## src/rtl/casc_div_pkg.sv

```systemverilog
package casc_div_pkg;
   // smallest length field the stage logic supports
   localparam int unsigned MIN_LEN_W   = 1;
   // smallest cascade depth
   localparam int unsigned MIN_STAGES  = 1;

   // low bit of stage idx inside a packed per-stage field vector
   function automatic int unsigned fld_lsb(input int unsigned idx, input int unsigned w);
      return idx * w;
   endfunction
endpackage

```

## src/rtl/casc_div_stage.sv

```systemverilog
module casc_div_stage #(
   parameter int unsigned LEN_W = 4
) (
   input  logic             clk,
   input  logic             rst,
   input  logic             restart,
   input  logic             adv_in,
   input  logic             bypass,
   input  logic             start_hi,
   input  logic [LEN_W-1:0] low_n,
   input  logic [LEN_W-1:0] high_n,
   output logic             lvl_o,
   output logic             rise_o
);
   localparam logic [LEN_W-1:0] ONE = {{(LEN_W-1){1'b0}}, 1'b1};

   logic [LEN_W-1:0] cnt_q;
   logic             lvl_q;
   logic             tgl_q;
   logic [LEN_W-1:0] limit;
   logic             at_end;

   // current half-period length depends on the level being held
   always_comb begin
      limit  = lvl_q ? high_n : low_n;
      at_end = (cnt_q == limit);
   end

   always_ff @(posedge clk) begin
      if (rst || restart) begin
         cnt_q <= '0;
         lvl_q <= start_hi;
         tgl_q <= start_hi;
      end else if (adv_in) begin
         if (bypass) begin
            tgl_q <= ~tgl_q;
         end else if (at_end) begin
            lvl_q <= ~lvl_q;
            cnt_q <= '0;
         end else begin
            cnt_q <= cnt_q + ONE;
         end
      end
   end

   always_comb begin
      lvl_o  = bypass ? tgl_q : lvl_q;
      rise_o = !rst && !restart && adv_in &&
               (bypass ? !tgl_q : (!lvl_q && at_end));
   end
endmodule

```

## src/rtl/casc_div_ctrl.sv

```systemverilog
module casc_div_ctrl (
   input  logic sync_in,
   input  logic sync_ignore,
   input  logic hold_en,
   input  logic hold_level,
   input  logic last_lvl,
   input  logic last_rise,
   output logic restart,
   output logic div_out,
   output logic div_rise
);
   logic holding;

   always_comb begin
      restart  = sync_in && !sync_ignore;
      holding  = sync_ignore && hold_en;
      div_out  = holding ? hold_level : last_lvl;
      div_rise = !holding && last_rise;
   end
endmodule

```

## src/rtl/casc_clk_divider.sv

```systemverilog
module casc_clk_divider
   import casc_div_pkg::*;
#(
   parameter int unsigned NUM_STAGES = 2,
   parameter int unsigned CNT_W      = 4
) (
   input  logic                        clk,
   input  logic                        rst,
   input  logic                        sync_in,
   input  logic                        sync_ignore,
   input  logic                        hold_en,
   input  logic                        hold_level,
   input  logic [NUM_STAGES*CNT_W-1:0] low_len,
   input  logic [NUM_STAGES*CNT_W-1:0] high_len,
   input  logic [NUM_STAGES-1:0]       start_level,
   input  logic [NUM_STAGES-1:0]       stage_bypass,
   output logic                        div_out,
   output logic                        div_rise
);
   localparam int unsigned LAST = NUM_STAGES - 1;

   if (CNT_W < MIN_LEN_W) begin : g_bad_w
      $error("CNT_W must be at least %0d", MIN_LEN_W);
   end
   if (NUM_STAGES < MIN_STAGES) begin : g_bad_n
      $error("NUM_STAGES must be at least %0d", MIN_STAGES);
   end

   logic [NUM_STAGES-1:0] adv;
   logic [NUM_STAGES-1:0] rise;
   logic                  restart;
   logic                  last_lvl;
   logic                  last_adv;
   logic                  last_byp;
   logic                  last_start;

   assign adv[0] = 1'b1;

   for (genvar g = 0; g < NUM_STAGES; g++) begin : g_stage
      localparam int unsigned LSB = fld_lsb(g, CNT_W);
      logic lvl;

      casc_div_stage #(.LEN_W(CNT_W)) u_stage (
         .clk      (clk),
         .rst      (rst),
         .restart  (restart),
         .adv_in   (adv[g]),
         .bypass   (stage_bypass[g]),
         .start_hi (start_level[g]),
         .low_n    (low_len[LSB +: CNT_W]),
         .high_n   (high_len[LSB +: CNT_W]),
         .lvl_o    (lvl),
         .rise_o   (rise[g])
      );

      if (g < LAST) begin : g_link
         logic mid_lvl_unused;
         assign mid_lvl_unused = lvl;
         // a bypassed stage forwards its advance pulse unchanged
         assign adv[g+1] = stage_bypass[g] ? adv[g] : rise[g];
      end else begin : g_tail
         assign last_lvl = lvl;
      end
   end

   assign last_adv   = adv[LAST];
   assign last_byp   = stage_bypass[LAST];
   assign last_start = start_level[LAST];

   casc_div_ctrl u_ctrl (
      .sync_in     (sync_in),
      .sync_ignore (sync_ignore),
      .hold_en     (hold_en),
      .hold_level  (hold_level),
      .last_lvl    (last_lvl),
      .last_rise   (rise[LAST]),
      .restart     (restart),
      .div_out     (div_out),
      .div_rise    (div_rise)
   );
endmodule

```

## config.mk

```make
export PLATFORM = sky130hd
export DESIGN_NAME = casc_clk_divider
export DESIGN_NICKNAME = d
export VERILOG_FILES = /design/src/rtl/casc_div_pkg.sv /design/src/rtl/casc_div_stage.sv /design/src/rtl/casc_div_ctrl.sv /design/src/rtl/casc_clk_divider.sv
export SDC_FILE = /design/constraint.sdc
export NUM_CORES = 1
export LEC_CHECK = 0
export BUFFER_PORTS_ARGS = -buffer_cell sky130_fd_sc_hd__buf_4
export CORE_MARGIN = 3
export CORE_UTILIZATION = 30
export DETAILED_ROUTE_END_ITERATION = 10
export HOLD_SLACK_MARGIN = 0.08
export PLACE_DENSITY = 0.52
export RECOVER_POWER = 25
export SLEW_MARGIN = 25
export SYNTH_ARGS = -nofsm -noshare
export SYNTH_HDL_FRONTEND = slang
export SYNTH_SLANG_ARGS = --single-unit
```

## constraint.sdc

```tcl
create_clock -name clk -period 2.1 [get_ports clk]
set_clock_uncertainty 0.2 [all_clocks]
set_input_delay 0.105 -clock clk [delete_from_list [all_inputs] [get_ports clk]]
set_output_delay 0.105 -clock clk [all_outputs]
set_load 0.02 [all_outputs]
```

==> results by group, run 1 <==
CTS
  – Clock tree from TritonCTS: built
  – Total CTS buffers: 3
  – Clock insertion delay at the later pin of the skew report: 0.27 ns
  – H-tree levels: 1
  – Clock Tree Root: clkbuf_4
  – Sink count of the clock tree: 11
  – Clock buffer depth: 2
  – Clock edge transition at the registers on the reported setup and hold paths: 0.08 ns

Power and ir drop
  – Worst supply voltage drop on vdd: around 260 uV
  – Portion of total power attributed to the clock network: 0.253
  – Internal Power: 0.0004155 W
  – Leak: between 0.5 and 0.6 nW
  – Net switching power: roughly 0.00018 W
  – Part of the total power dissipated in combinational logic: 0.332
  – Power share of the sequential group: 0.415
  – Switching share of total power: 0.3007
  – Cell Pwr Density: 468.8 nW/um^2

Run status
  – Status: finished, violations left
  – Violated checks: negative setup slack

Routing
  – DRC violations left: 0
  – Detailed Route Iter0 Violations: 13
  – Number of nets with antenna violations after routing: 0
  – Sum of routed wire length over all layers: a little under 2000 um
  – First-pass detailed-route iteration total: 4
  – Via density: around 4.9
  – Vias after detailed routing: 767
  – WL per Instance: 12.48 um

STA
  – Ratio of final minimum period to clock period: 1.083
  – Endpoints failing setup: 11
  – Least setup slack across all paths after layout: -0.1733 ns
  – Worst hold slack after final layout: 0.2022 ns
  – Final Max Slew Viols: 0
  – Pin slew with the least headroom to its limit: about 0.57 ns
  – Achievable frequency: 439.9 MHz
  – Slew headroom: 0.6178
  – Period minus WS final: 2.273 ns
  – Final hold violation count: 0
  – Setup total negative slack: -0.9099 ns
  – Setup repair after global routing missed its margin: yes

Logic synthesis
  – Post-synthesis cell type count: 30
  – Top cells by area, synth: dfxtp_1 (20%), mux2i_1 (14%), edfxtp_1 (11%)
  – Net count after synthesis: 111
  – Register bit total from synthesis: 11
  – Warning count from the yosys run: 0
  – Syn avg cell area: 9.618 um^2
  – Count of mapped cells out of synthesis: 83
  – Cell area after synthesis: 798.3 um^2
  – Sequential area share after synthesis: 0.3135
  – Area fraction of the dominant cell type after synthesis: 0.2006
  – Cell type contributing the most total cell area after synthesis: dfxtp_1

Layout
  – # diodes: 0
  – Final std cell area, no fill: 1267 um^2
  – Layout cells sized above 1: 0.4375
  – Top library cells by usage in the layout, fill and taps aside: buf_4 (33), mux2i_1 (11), nand2_1 (8), dfxtp_1 (8)
  – Commonest non-fill, non-tap cell in the layout: buf_4
  – Area added between synthesis and finish: 58.78%
  – Number of nets in the final layout: about 160
  – Post-Route Utilization: 0.5070

Worst setup path
  – Sequence of cells on the critical path: mux2i_1 > xor2_1 > nand4_2 > buf_6 > nor3_4 > o221a_4 > buf_6
  – Worst Path Arrival: 1.97 ns
  – Type of origin of the critical path: flop
  – Required time of the critical path: 1.79 ns
  – Worst flop-to-flop path endpoint: g_stage[1].u_stage.lvl_q$_DFFE_PP_
  – Crit Path Class: flop to output port
  – Setup crit end kind: output port
  – Slowest CP cell: edfxtp_1
  – Most frequent CP cell: buf_6
  – Launch point of the worst reg-to-reg path: g_stage[0].u_stage.lvl_q$_DFFE_PP_
  – Largest fanout on the critical path: 5
  – Number of cells on the worst reg-to-reg path: 8
  – Worst setup slack for register-to-register paths: -0.13 ns
  – CP peak stage delay: 0.48 ns

Placement
  – Port Buffer Count: 27
  – GP Congestion: 0.6259
  – Standard cell area after detailed placement: between 1000 and 1500 um^2
  – Half-perimeter wire length of the detailed placement result: 1391 um

Global route
  – Overflow after GRT: 0
  – First-pass GRT wire length: 3305 um
  – Initial antenna violation count: 0
  – Overall track demand over capacity in global routing: 0.1284
  – Vias in the first global route: 791
  – Pin count of the biggest net entering global routing: 13

Floorplan
  – Number of placed I/O pins: 28
  – Starting density of the core: 0.3193
  – X dimension of the die: 57.59 um
  – Vertical die dimension: ~58 um
  – Area of the core: around 2500 um^2
  – Standard-cell row count: 18
  – Die Area: 3316 um^2

Worst hold path
  – Min-Delay Endpoint: g_stage[1].u_stage.lvl_q$_DFFE_PP_
  – Start point of the worst min-delay path: sync_ignore
  – Number of cells traversed by the worst hold path: 4
  – Hold/Removal Path Class: input pin to flop

Job
  – Maximum capacitance violations: 0
-- worst max path at each step --
stage,slack (ns),depth (start not counted),endpoint,start
floorplan,0.007,7,g_stage[1].u_stage.lvl_q$_DFFE_PP_,g_stage[0].u_stage.lvl_q$_DFFE_PP_
global placement,0.01,7,g_stage[1].u_stage.cnt_q[3]$_SDFFE_PN0P_,g_stage[0].u_stage.lvl_q$_DFFE_PP_
detailed placement,-0.02,7,g_stage[1].u_stage.cnt_q[2]$_SDFFE_PN0P_,g_stage[0].u_stage.lvl_q$_DFFE_PP_
CTS,-0.14,6,div_rise,g_stage[1].u_stage.lvl_q$_DFFE_PP_
global route,-0.30,7,div_rise,g_stage[0].u_stage.lvl_q$_DFFE_PP_
finish,-0.17,7,div_rise,g_stage[0].u_stage.lvl_q$_DFFE_PP_
-- timing repair --
action / CTS / global route
pin swaps: 9 / 8
setup endpoints to repair: 8 / 11
endpoints found under the hold margin: 10 / 0
gates resized for setup: 8 / 12
setup buffers: 4 / 2
hold buffers: 6 / 0
-- state kept, by name (all words and copies together) (netlist names) --
signal	flops
g_stage.u_stage.cnt_q	8
g_stage.u_stage.lvl_q	2
g_stage.u_stage.tgl_q	1
-- layout make-up --
| type | count | area (um^2) |
|---|---|---|
| Timing Repair Buffer | 45 | 375.4 |
| Tap cell | 30 | 37.54 |
| Multi-Input combinational cell | 67 | 574.3 |
| Inverter | 1 | 3.754 |
| Clock buffer | 4 | 26.28 |
| Sequential cell | 11 | 250.2 |
| Fill cell | 236 | 1232 |
-- through the flow --
step	power, W	instances	setup slack (ns)
final	0.0005942	158	-0.1733
after floorplan	0.0003454	83	0.006832
after global placement	0.0004075	142	0.01469
after CTS	0.0005891	156	-0.1424
after detailed placement	0.0004094	142	-0.01941
after global routing	0.0006321	158	-0.2994
-- metal layers --
layer	vias up	wire [um]	track usage
li1	387	-	-
met1	361	868	0.1546
met2	15	974	0.2161
met3	4	88	0.02036
met4	0	40	0.06954
met5	-	0	0
-- cell families after synthesis --
group / after synthesis / share of synthesized area
simple gates: 28 / 0.2038
compound gates: 15 / 0.1583
xor+xnor: 11 / 0.1207
mux: 11 / 0.1379
flops: 11 / 0.3135
buf+inv: 5 / 0.03447
fa+ha+maj: 2 / 0.03134
-- critical path, delay by kind of cell (launching register included) --
family	cells	cell delay [ns]
buffers and inverters	2	0.26
AO/OA/AOI/OAI	1	0.20
XOR/XNOR	1	0.20
flip-flops	1	0.48
multiplexers	1	0.28
AND/OR/NAND/NOR	2	0.28
-- cell usage after synthesis --
cell type,number
nand4b_1,1
nand4_2,1
nor2b_1,2
nor4_4,1
edfxtp_1,3
clkbuf_1,2
o21ai_2,2
o21ai_0,5
xor2_1,6
buf_6,1
a21o_1,1
nand2b_1,1
o21a_1,1
nor2_1,8
ha_1,2
o221a_2,1
nor3_1,1
nor3b_1,2
inv_1,1
xnor2_1,5
dfxtp_1,8
and3_1,1
buf_2,1
nand3b_1,1
and2b_1,1
o41ai_4,1
a21oi_1,2
mux2i_1,11
a32o_1,2
nand2_1,8
-- power by group through the flow --
| stage | logic [W] | clock network [W] | registers (W) |
|---|---|---|---|
| after floorplan | 0.000104 | 0 | 0.000241 |
| after global placement | 0.000156 | 0 | 0.000251 |
| after detailed placement | 0.000158 | 0 | 0.000252 |
| after CTS | 0.000182 | 0.000160 | 0.000247 |
| after global routing | 0.000215 | 0.000168 | 0.000249 |
| final | 0.000198 | 0.000150 | 0.000246 |
Note: power is estimated with default switching activity, not from simulation.
==> run 2, diff against run 1 <==
--- a/config.mk
+++ b/config.mk
@@ -5,12 +5,13 @@
 export SDC_FILE = /design/constraint.sdc
 export NUM_CORES = 1
 export LEC_CHECK = 0
+export ABC_CLOCK_PERIOD_IN_PS = 2100
 export BUFFER_PORTS_ARGS = -buffer_cell sky130_fd_sc_hd__buf_4
-export CORE_MARGIN = 3
-export CORE_UTILIZATION = 30
+export CORE_MARGIN = 5
+export CORE_UTILIZATION = 35
 export DETAILED_ROUTE_END_ITERATION = 10
 export HOLD_SLACK_MARGIN = 0.08
-export PLACE_DENSITY = 0.52
+export PLACE_DENSITY = 0.59
 export RECOVER_POWER = 25
 export SLEW_MARGIN = 25
 export SYNTH_ARGS = -nofsm -noshare
==> run 2 against run 1 <==
  * The run still ends with negative setup slack left
  * Fmax rose by 2.2%
  * Sequential cell count did not move
  * Clock-buffer cell count did not move
  * Setup slack improved by 0.049 ns
  * Cell area fell by 4.3%
  * Combinational power fell by 4%
  * Clock power fell by 7%
  * Non-clock buffer count rose by 1
  * Cell count fell by 0.63%
  * Sequential power barely moved
  * Global-route usage fell by 1.3 points
  * Highest routed layer unchanged
==> results by group, run 2 (synthesis results as in run 1) <==
Floorplan
  – Area of the core: approximately 2200 um^2
  – Starting density of the core: 0.3644
  – Number of placed I/O pins: 28
  – Standard-cell row count: 17
  – Vertical die dimension: 57.76 um
  – X dimension of the die: 57.76 um
  – Die Area: approximately 3300 um^2

Placement
  – Port Buffer Count: 27
  – Half-perimeter wire length of the detailed placement result: 1547 um
  – GP Congestion: 0.7584
  – Standard cell area after detailed placement: 1065 um^2

Job
  – Maximum capacitance violations: 0

CTS
  – H-tree levels: 1
  – Clock tree from TritonCTS: built
  – Clock insertion delay at the later pin of the skew report: 0.26 ns
  – Total CTS buffers: 3
  – Sink count of the clock tree: 11
  – Clock edge transition at the registers on the reported setup and hold paths: 0.07 ns
  – Clock Tree Root: clkbuf_4
  – Clock buffer depth: 2

Worst setup path
  – Required time of the critical path: 1.79 ns
  – Sequence of cells on the critical path: mux2i_1 > xor2_1 > nand4_2 > buf_4 > nor3_2 > o221a_2 > buf_4
  – Launch point of the worst reg-to-reg path: g_stage[0].u_stage.lvl_q$_DFFE_PP_
  – Crit Path Class: flop to output port
  – Most frequent CP cell: buf_4
  – CP Buf/Inv Count: 2
  – Slowest CP cell: edfxtp_1
  – CP peak stage delay: 0.48 ns
  – Cell family with the largest share of critical-path delay: flip-flops
  – Worst setup slack for register-to-register paths: -0.11 ns
  – Largest fanout on the critical path: 5
  – Number of cells on the worst reg-to-reg path: 8
  – Type of origin of the critical path: flop
  – Setup crit end kind: output port
  – Worst flop-to-flop path endpoint: g_stage[1].u_stage.cnt_q[2]$_SDFFE_PN0P_
  – Worst Path Arrival: between 1.5 and 2 ns

Layout
  – Largest register by flop count: g_stage.u_stage.cnt_q
  – Flip-flop count of the largest register, all copies and words added: 8
  – Fillcell total: 205
  – Layout cells sized above 1: 0.4031
  – Final std cell area, no fill: 1212 um^2
  – Top library cells by usage in the layout, fill and taps aside: buf_4 (39), mux2i_1 (9), nand2_1 (8), nor2_1 (8), dfxtp_1 (8)
  – Regs by FF count: g_stage.u_stage.cnt_q x8, g_stage.u_stage.lvl_q x2, g_stage.u_stage.tgl_q x1
  – # diodes: 0
  – Area added between synthesis and finish: 51.88%
  – Number of nets in the final layout: 158
  – Commonest non-fill, non-tap cell in the layout: buf_4

Routing
  – Sum of routed wire length over all layers: 1932 um
  – Number of nets with antenna violations after routing: 0
  – DRC violations left: 0
  – Via density: 4.809
  – First-pass detailed-route iteration total: 5
  – Detailed Route Iter0 Violations: 9
  – WL per Instance: 12.31 um
  – Vias after detailed routing: 755

Global route
  – Overall track demand over capacity in global routing: 0.1155
  – Vias in the first global route: 743
  – Overflow after GRT: 0
  – Pin count of the biggest net entering global routing: 13
  – First-pass GRT wire length: a little over 3000 um
  – Initial antenna violation count: 0

Power and ir drop
  – Overall Power: 0.0005745 W
  – Cell Pwr Density: between 400 and 500 nW/um^2
  – Worst supply voltage drop on vdd: 319.9 uV
  – Leak: 0.5579 nW

STA
  – Achievable frequency: 449.7 MHz
  – Endpoints failing setup: 6
  – Slew headroom: 0.6933
  – Setup repair after global routing missed its margin: yes
  – Final Max Slew Viols: 0
  – Final hold violation count: 0
  – Ratio of final minimum period to clock period: 1.059
  – Pin slew with the least headroom to its limit: 0.4601 ns
  – Least setup slack across all paths after layout: -0.1239 ns
  – Period minus WS final: 2.224 ns
  – Worst hold slack after final layout: roughly 0.17 ns

Worst hold path
  – Min-Delay Endpoint: g_stage[1].u_stage.lvl_q$_DFFE_PP_
  – Number of cells traversed by the worst hold path: 4
  – Start point of the worst min-delay path: sync_ignore
  – Hold/Removal Path Class: input pin to flop

Run status
  – Status: finished, violations left
  – Violated checks: negative setup slack
run 2: where the power goes:
group | leakage, nW | switching (W) | internal, W
registers | 0.0954 | 0.0000146 | 0.000231
clock network | 0.0150 | 0.0000655 | 0.0000734
logic | 0.448 | 0.0000797 | 0.000110
run 2: per-layer routing:
metal	global-route usage	vias to the layer above	wire, um
li1	-	391	-
met1	0.1444	347	844
met2	0.1919	15	977
met3	0.02227	2	92
met4	0.04967	0	17
met5	0	-	0
run 2: stage by stage:
step,util,std cells,TNS [ns],setup slack [ns]
2_1_floorplan,-,83,0,0.006832
3_3_place_gp,0.4860,141,0,0.01213
3_5_place_dp,0.4860,141,-0.1533,-0.04790
4_1_cts,0.5346,153,-0.7513,-0.1406
5_1_grt,0.5534,157,-1.506,-0.2497
6_report,0.5534,157,-0.6475,-0.1239
run 2: cell type report:
cell class	count	area, um^2	area share
timing repair buffer	46	364.1	0.3003
clock buffer	4	26.28	0.02167
sequential	11	250.2	0.2064
multi-input combinational	67	533.0	0.4396
inverter	1	3.754	0.003096
tap	28	35.03	0.02890
run 2: what timing repair did:
item	4_1_cts	5_1_grt
hold buffers	6	0
resized for setup	1	3
pin swaps	4	3
setup buffers	2	4
endpoints found under the hold margin	8	0
endpoints found under the setup margin	6	10
run 2: how the worst max path moves through the flow:
stage / startpoint / end / slack (ns) / depth (start not counted)
6_report: g_stage[0].u_stage.lvl_q$_DFFE_PP_ / div_rise / -0.12 / 7
5_1_grt: g_stage[1].u_stage.lvl_q$_DFFE_PP_ / div_rise / -0.25 / 6
4_1_cts: g_stage[0].u_stage.lvl_q$_DFFE_PP_ / g_stage[1].u_stage.cnt_q[3]$_SDFFE_PN0P_ / -0.14 / 8
3_5_place_dp: g_stage[0].u_stage.lvl_q$_DFFE_PP_ / g_stage[1].u_stage.cnt_q[3]$_SDFFE_PN0P_ / -0.05 / 7
3_3_place_gp: g_stage[0].u_stage.lvl_q$_DFFE_PP_ / g_stage[1].u_stage.lvl_q$_DFFE_PP_ / 0.01 / 7
2_1_floorplan: g_stage[0].u_stage.lvl_q$_DFFE_PP_ / g_stage[1].u_stage.lvl_q$_DFFE_PP_ / 0.007 / 7
run 2: tightest hold or removal path, cell delays in order:
cell	delay, ns
buf_4	0.11
inv_1	0.06
a21oi_1	0.16
nand2_1	0.08
